**src/rtl/sic_pkg.sv**
```systemverilog
package sic_pkg;
  localparam int unsigned DEF_STRETCH_CLKS = 70;
  localparam int unsigned DEF_N_STROBES    = 6;
endpackage

```
**src/rtl/sic_stretch.sv**
```systemverilog
module sic_stretch #(
  parameter int unsigned STRETCH_CLKS = sic_pkg::DEF_STRETCH_CLKS
) (
  input  logic clk,
  input  logic rst_n,
  input  logic raw_in,
  output logic widened
);
  localparam int unsigned CW = $clog2(STRETCH_CLKS + 1);
  localparam logic [CW-1:0] LOAD = CW'(STRETCH_CLKS);

  logic          raw_q;
  logic [CW-1:0] remain;
  logic          rise;

  assign rise    = raw_in & ~raw_q;
  assign widened = (remain != '0);

  always_ff @(posedge clk or negedge rst_n) begin
    if (!rst_n) begin
      raw_q  <= 1'b0;
      remain <= '0;
    end else begin
      raw_q <= raw_in;
      if (rise)             remain <= LOAD;
      else if (remain != 0) remain <= remain - 1'b1;
    end
  end


  rise_starts_window_chk: assert property (@(posedge clk) disable iff (!rst_n)
    (raw_in && !raw_q) |=> (widened && remain == LOAD));

  count_bound_chk: assert property (@(posedge clk) disable iff (!rst_n)
    remain <= LOAD);
endmodule

```
**src/rtl/sic_digit_latch.sv**
```systemverilog
module sic_digit_latch #(
  parameter int unsigned N_STROBES = sic_pkg::DEF_N_STROBES
) (
  input  logic                 clk,
  input  logic                 rst_n,
  input  logic [N_STROBES-1:0] strobes,
  input  logic                 enable,
  output logic                 req
);
  logic any_q, any_now, edge_seen;

  assign any_now   = |strobes;
  assign edge_seen = any_now & ~any_q;

  always_ff @(posedge clk or negedge rst_n) begin
    if (!rst_n) begin
      any_q <= 1'b0;
      req   <= 1'b0;
    end else begin
      any_q <= any_now;
      if (!enable)        req <= 1'b0;
      else if (edge_seen) req <= 1'b1;
    end
  end


  digit_clear_chk: assert property (@(posedge clk) disable iff (!rst_n)
    !enable |=> !req);

  digit_set_chk: assert property (@(posedge clk) disable iff (!rst_n)
    (enable && edge_seen) |=> req);
endmodule

```
**src/rtl/sic_sample_latch.sv**
```systemverilog
module sic_sample_latch (
  input  logic clk,
  input  logic rst_n,
  input  logic enable,
  input  logic match,
  input  logic level,
  output logic req,
  output logic data
);
  always_ff @(posedge clk or negedge rst_n) begin
    if (!rst_n) begin
      req  <= 1'b0;
      data <= 1'b0;
    end else if (!enable) begin
      req  <= 1'b0;
      data <= 1'b0;
    end else if (match) begin
      req  <= 1'b1;
      data <= level;
    end
  end


  sample_clear_chk: assert property (@(posedge clk) disable iff (!rst_n)
    !enable |=> (!req && !data));

  sample_capture_chk: assert property (@(posedge clk) disable iff (!rst_n)
    (enable && match) |=> (req && data == $past(level)));
endmodule

```
**src/rtl/samp_irq_ctrl.sv**
```systemverilog
module samp_irq_ctrl #(
  parameter int unsigned STRETCH_CLKS = sic_pkg::DEF_STRETCH_CLKS,
  parameter int unsigned N_STROBES    = sic_pkg::DEF_N_STROBES
) (
  input  logic                 clk,
  input  logic                 rst_n,
  input  logic [N_STROBES-1:0] digit_strobe,
  input  logic                 digit_en,
  input  logic                 samp_en,
  input  logic                 match_pulse,
  input  logic                 nav_in,
  output logic                 irq_n,
  output logic                 samp_data,
  output logic                 match_mon
);
  logic nav_wide, digit_req, samp_req;

  sic_stretch #(.STRETCH_CLKS(STRETCH_CLKS)) stretch_i (
    .clk(clk), .rst_n(rst_n), .raw_in(nav_in), .widened(nav_wide));

  sic_digit_latch #(.N_STROBES(N_STROBES)) digit_i (
    .clk(clk), .rst_n(rst_n), .strobes(digit_strobe),
    .enable(digit_en), .req(digit_req));

  sic_sample_latch sample_i (
    .clk(clk), .rst_n(rst_n), .enable(samp_en), .match(match_pulse),
    .level(nav_wide), .req(samp_req), .data(samp_data));

  assign irq_n     = ~(digit_req | samp_req);
  assign match_mon = match_pulse;


  reset_quiet_chk: assert property (@(posedge clk) disable iff (!rst_n)
    $rose(rst_n) |-> (irq_n && !samp_data));
endmodule

```
**config.mk**
```make
export PLATFORM = sky130hd
export DESIGN_NAME = samp_irq_ctrl
export DESIGN_NICKNAME = d
export VERILOG_FILES = /design/src/rtl/sic_pkg.sv /design/src/rtl/sic_stretch.sv /design/src/rtl/sic_digit_latch.sv /design/src/rtl/sic_sample_latch.sv /design/src/rtl/samp_irq_ctrl.sv
export SDC_FILE = /design/constraint.sdc
export NUM_CORES = 1
export LEC_CHECK = 0
export ABC_AREA = 0
export BUFFER_PORTS_ARGS = -buffer_cell sky130_fd_sc_hd__buf_2
export CAP_MARGIN = 20
export CORE_AREA = 3 3 40 42
export CTS_CLUSTER_DIAMETER = 120
export CTS_CLUSTER_SIZE = 14
export DETAILED_ROUTE_END_ITERATION = 16
export DIE_AREA = 0 0 43 45
export GPL_TIMING_DRIVEN = 0
export PLACE_DENSITY = 0.76
export SLEW_MARGIN = 10
export SYNTH_ARGS = -nofsm -noshare
export SYNTH_HDL_FRONTEND = slang
export SYNTH_HIERARCHICAL = 1
export SYNTH_SLANG_ARGS = --single-unit
```
**constraint.sdc**
```tcl
create_clock -name clk -period 4 [get_ports clk]
set_input_delay 0.4 -clock clk [delete_from_list [all_inputs] [get_ports clk]]
set_output_delay 0.4 -clock clk [all_outputs]
set_load 0.05 [all_outputs]
```
== Word-level counts from Yosys, hierarchy flattened ==
Index checks and enable logic that the tools add are counted.

* Register bits after elaboration: 12
* Bits in latches: 0
* Memory bits (writable): 0
* ROM bits: 0
* Input bits: 12
* Output and inout bits: 3
* Memories kept: 0

* $add $sub $neg: 1
* Multiply operators: 0
* Div/mod/pow operators: 0
* Magnitude comparators: 0
* Eq/ne operators: 2
* Shift-type cells: 0
* Multiplexer cells: 8
* Bitwise gates (word level): 6
* Reductions and logical operators: 3

{| class="wikitable"
|+ Operators with widths
! cell !! count
|-
| 2-to-1 mux 7 bit || 2
|-
| nonzero test 7 bit || 1
|-
| subtractor 7 x 1 -> 7 bit (second input constant) || 1
|-
| 2-to-1 mux 1 bit || 6
|-
| OR reduction 6 bit || 1
|-
| inequality test 2 x 1 -> 1 bit (second input constant) || 2
|-
| inverter 1 bit || 3
|-
| bitwise AND 1 bit || 2
|-
| nonzero test 2 bit || 1
|-
| OR 1 bit || 1
|}

== Depth between registers and ports, before layout ==
* Depth after elaboration: 4
* Mapped depth: 7
* Gate-level depth less buffers: 7

== Cells and area by module ==
The synthesis kept the hierarchy.

{| class="wikitable"
|+ By module, submodules not included
! module !! instances !! cells each !! area each (µm²) !! seq. area each (µm²)
|-
| sic_stretch || 1 || 38 || 399.1 || 200.2
|-
| sic_digit_latch || 1 || 9 || 91.3 || 50.0
|-
| sic_sample_latch || 1 || 5 || 73.8 || 50.0
|-
| samp_irq_ctrl || 1 || 2 || 11.3 || 0.0
|}

== Least setup slack after synthesis ==
OpenSTA, ideal clock, no wires.

* Path type: reg-to-reg
* Start point: register stretch_i.remain[0]
* End point: register stretch_i.remain[1]
* Data arrival time: 1.647 ns
* Setup slack: 2.228 ns
* Stages on the path, launching flop included: 6
* Buffers on the path: 0
* Cell sequence: dfrtp_1 > inv_1 > ha_1 > or4b_4 > nor3_4 > mux2_4

* Cells in the longest elaborated chain, start to end: 3
* Elaborated cells on any way between the ends: 5

{| class="wikitable"
|+ Ends and longest elaborated chain
! what !! line !! source
|-
| start, declared || sic_stretch.sv:13 || <nowiki>logic [CW-1:0] remain;</nowiki>
|-
| start signal, assigned || sic_stretch.sv:26 || <nowiki>else if (remain != 0) remain <= remain - 1'b1;</nowiki>
|-
| subtractor 7 x 1 -> 7 bit || sic_stretch.sv:26 ||
|-
| 2-to-1 mux 7 bit || sic_stretch.sv:26 ||
|-
| 2-to-1 mux 7 bit || sic_stretch.sv:25 || <nowiki>if (rise) remain <= LOAD;</nowiki>
|}

Parallel ways exist; a longest one is shown, timed or not. The select of a mux whose other input is x is not followed.
A chain may end at the register's enable or synchronous reset.

== Final worst setup path ==
Same ends and word-level chain as after synthesis.

==> flow_metrics.py <==
metrics = {
    "run_status": {
        "outcome": "finished, final reports clean",
    },
    "final_layout": {
        "area_growth_pct": 23.5,
        "drive_gt1_frac": 0.329,
        "seq_area_um2": 300,
        "multi_input_area_um2": 245,
        "fin_nets": 87,
        "fillers": 117,
        "insertedDiodeCount": 0,
    },
    "yosys": {
        "synth_compound_area_frac": 0.0848,
        "syn_nets": 67,
        "yosysSeqAreaShare": 0.522,
        "synth_top_family_by_area": "simple AND/OR/NAND/NOR gates",
        "synth_xor_xnor_area_share": 0.0152,
        "yosysMostFrequentCell": "dfrtp_1",
        "yosysTopAreaCellShare": 0.522,
        "synth_flop_cell": "dfrtp_1",
        "synth.distinct_cells": 21,
        "synth_area_leaders": "dfrtp_1, mux2i_1, inv_1, nand2_1, nor3_1",
        "yosys.area.top_type": "dfrtp_1",
        "synth-simple-area-share": 0.226,
        "postSynthAreaPerCell_um2": 10.7,
        "syn_area_um2": 576,
        "synth_fa_ha_area_frac": 0.0217,
        "synthCells": 54,
        "ys_warn_count": 6,
        "synth_edf_count": 0,
        "yosys-mux-area-fraction": 0.0783,
        "yosys_register_bits": 12,
        "yosys-top-cells-count": "dfrtp_1, inv_1, nand2_1",
        "async_flop_share": 1.00,
    },
    "sta": {
        "setup-tns-final_ps": 0,
        "rsz0062_at_grt": "false",
        "finalSetupViolations": 0,
        "slew_headroom": 0.750,
        "tightest_slew_ps": 373,
        "finalCritPeriodShare": 0.484,
        "fmax_mhz": 517,
        "finClkSkew_ps": 10.3,
        "period_needed_ps": 1940,
        "slew_violations": 0,
        "final-hold-violation-count": 0,
    },
    "global_route": {
        "grt_overflow_total": 0,
        "grt_pass1_wl_mm": 1.80,
        "grt_pass1_vias": 416,
        "grtUsageTotal": 0.134,
        "grt_max_degree": 13,
        "antenna_found_initial": 0,
    },
    "drt": {
        "via_per_inst": 5.01,
        "wl_mm": 1.02,
        "drtIter0Drc": 2,
        "drtPass1Iterations": 3,
        "postRouteAntennaNets": 0,
        "post_drt_wl_per_cell_um": 11.6,
        "drc": 0,
        "via_count": 441,
    },
    "power_and_ir_drop": {
        "power_density_nw_per_um2": 550,
        "p_leak_nw": 0.324,
        "finalPower_w": 0.000391,
        "vdd_drop_max_uv": 297,
    },
    "critical_path": {
        "regToRegStartpoint": "stretch_i/remain[0]$_DFFE_PN0P_",
        "criticalPathCategory": "reg2reg",
        "crit_fanout": 7,
        "cp-startpoint": "stretch_i/remain[0]$_DFFE_PN0P_",
        "crit_path_end_kind": "flip-flop",
        "r2r_end": "stretch_i/remain[1]$_DFFE_PN0P_",
        "crit_family": "simple AND/OR/NAND/NOR gates",
        "cp_slowest_cell": "or4b_4",
        "reg2reg_slack_ps": 2060,
        "crit_chain": "inv_1 > ha_1 > or4b_4 > nor3_4 > mux2_4",
        "critical_path_required_ps": 4170,
        "ff2ff_path_depth": 5,
        "cp.depth": 5,
        "arrival_ps": 2100,
        "startpoint_type": "flip-flop",
        "critPathCapture": "stretch_i/remain[1]$_DFFE_PN0P_",
        "critPathBufInv": 1,
        "slowest_delay_ps": 510,
    },
    "floorplan": {
        "coreArea_um2": 1280,
        "die-area_um2": 1940,
        "start_util": 0.448,
        "rows": 13,
        "io_pins": 15,
        "die_x_um": 43,
        "fp.dieH_um": 45,
    },
    "cts": {
        "cts_tree": "done",
        "root_buffer": "clkbuf_4",
        "path_clk_slew_ps": 80,
        "numCtsBuffers": 3,
        "cts_setup_buffers": 0,
        "h-tree-depth": 1,
        "insertion_delay_ps": 280,
        "clock_path_buffers": 2,
        "cts_sinks": 12,
        "ctsResizeCount": 0,
    },
    "placement": {
        "routabilityCongestion": 0.782,
        "dp_hpwl_um": 804,
        "portBuffers": 14,
    },
    "min_path": {
        "hp-class": "in2reg",
    },
    "job": {
        "maxCapViolCount": 0,
    },
}
[cells by family (layout without fill, tap and decap cells)]
logic type	count (synthesis)	in the layout
AND/OR/NAND/NOR	21	21
flip-flops	12	12
AO/OA/AOI/OAI	8	8
buffers and inverters	7	26
multiplexers	4	4
adder cells (fa/ha/maj)	1	1
XOR/XNOR	1	1
[cell type report]
class | instances | share of cell area
inverters | 6 | 0.0317
multi-input cells | 35 | 0.345
well taps | 15 | 0.0264
clock buffers | 4 | 0.0511
flip-flops and latches | 12 | 0.423
repair buffers | 15 | 0.113
plain buffers | 1 | 0.0106
[per-stage QoR]
stage                     utilization  cells  cell area (um2)  setup slack (ps)  hold slack, ps
final                           0.553     88              711              2060             258
after global routing            0.553     88              711              2000             240
after CTS                       0.553     88              711              2080             244
after detailed placement        0.517     83              664              2070             289
after global placement          0.517     83              664              2120             289
after floorplan                     -     54              576              2230             104
[metal layers]
layer / global-route usage / wire, um / vias up
met2: 0.213 / 530 / 6
met1: 0.144 / 446 / 213
met5: 0 / 0 / -
li1: - / - / 220
met3: 0.0598 / 35 / 2
met4: 0.0904 / 9 / 0
[how the worst min path moves through the flow]
stage / startpoint / to / cells past startpoint
floorplan: rst_n / digit_i/any_q$_DFF_PN0_ / 0
global placement: rst_n / stretch_i/remain[0]$_DFFE_PN0P_ / 1
detailed placement: rst_n / stretch_i/remain[0]$_DFFE_PN0P_ / 1
CTS: nav_in / stretch_i/raw_q$_DFF_PN0_ / 1
global route: nav_in / stretch_i/raw_q$_DFF_PN0_ / 1
finish: nav_in / stretch_i/raw_q$_DFF_PN0_ / 1
[power by group]
group	total [W]	switching (W)	internal (W)
registers	0.000186	0.0000330	0.000153
logic	0.000108	0.0000534	0.0000549
clock network	0.0000964	0.0000411	0.0000553
[worst reg2reg max path, cell delays in order (launching register included)]
cell     delay (ps)
dfrtp_1         400
inv_1            90
ha_1            190
or4b_4          510
nor3_4          310
mux2_4          330
[state kept, by name (all words and copies together) (netlist names)]
| register | flops |
|---|---|
| digit_i/any_q | 1 |
| digit_i/req | 1 |
| sample_i/data | 1 |
| sample_i/req | 1 |
| stretch_i/raw_q | 1 |
| stretch_i/remain | 7 |
[cell usage in the layout (no fill, tap or decap)]
cell	instances
buf_4	1
nor2b_1	2
dlygate4sd3_1	1
a21oi_1	1
buf_2	14
nor2_1	3
dfrtp_1	12
or3b_2	1
xnor2_1	1
nor3_4	1
clkbuf_4	3
inv_1	6
a221oi_1	1
nand2_1	6
nor4_2	1
nor3_1	4
o21a_1	1
mux2_4	1
mux2i_1	3
clkbuf_8	1
o21ai_0	4
ha_1	1
nand2b_1	2
or4b_4	1
a211oi_1	1
[timing repair]
item / CTS / global route
hold endpoints to repair: 12 / 0
hold buffers: 1 / 0
setup endpoints to repair: 0 / 0
(Power assumes the default switching activity.)
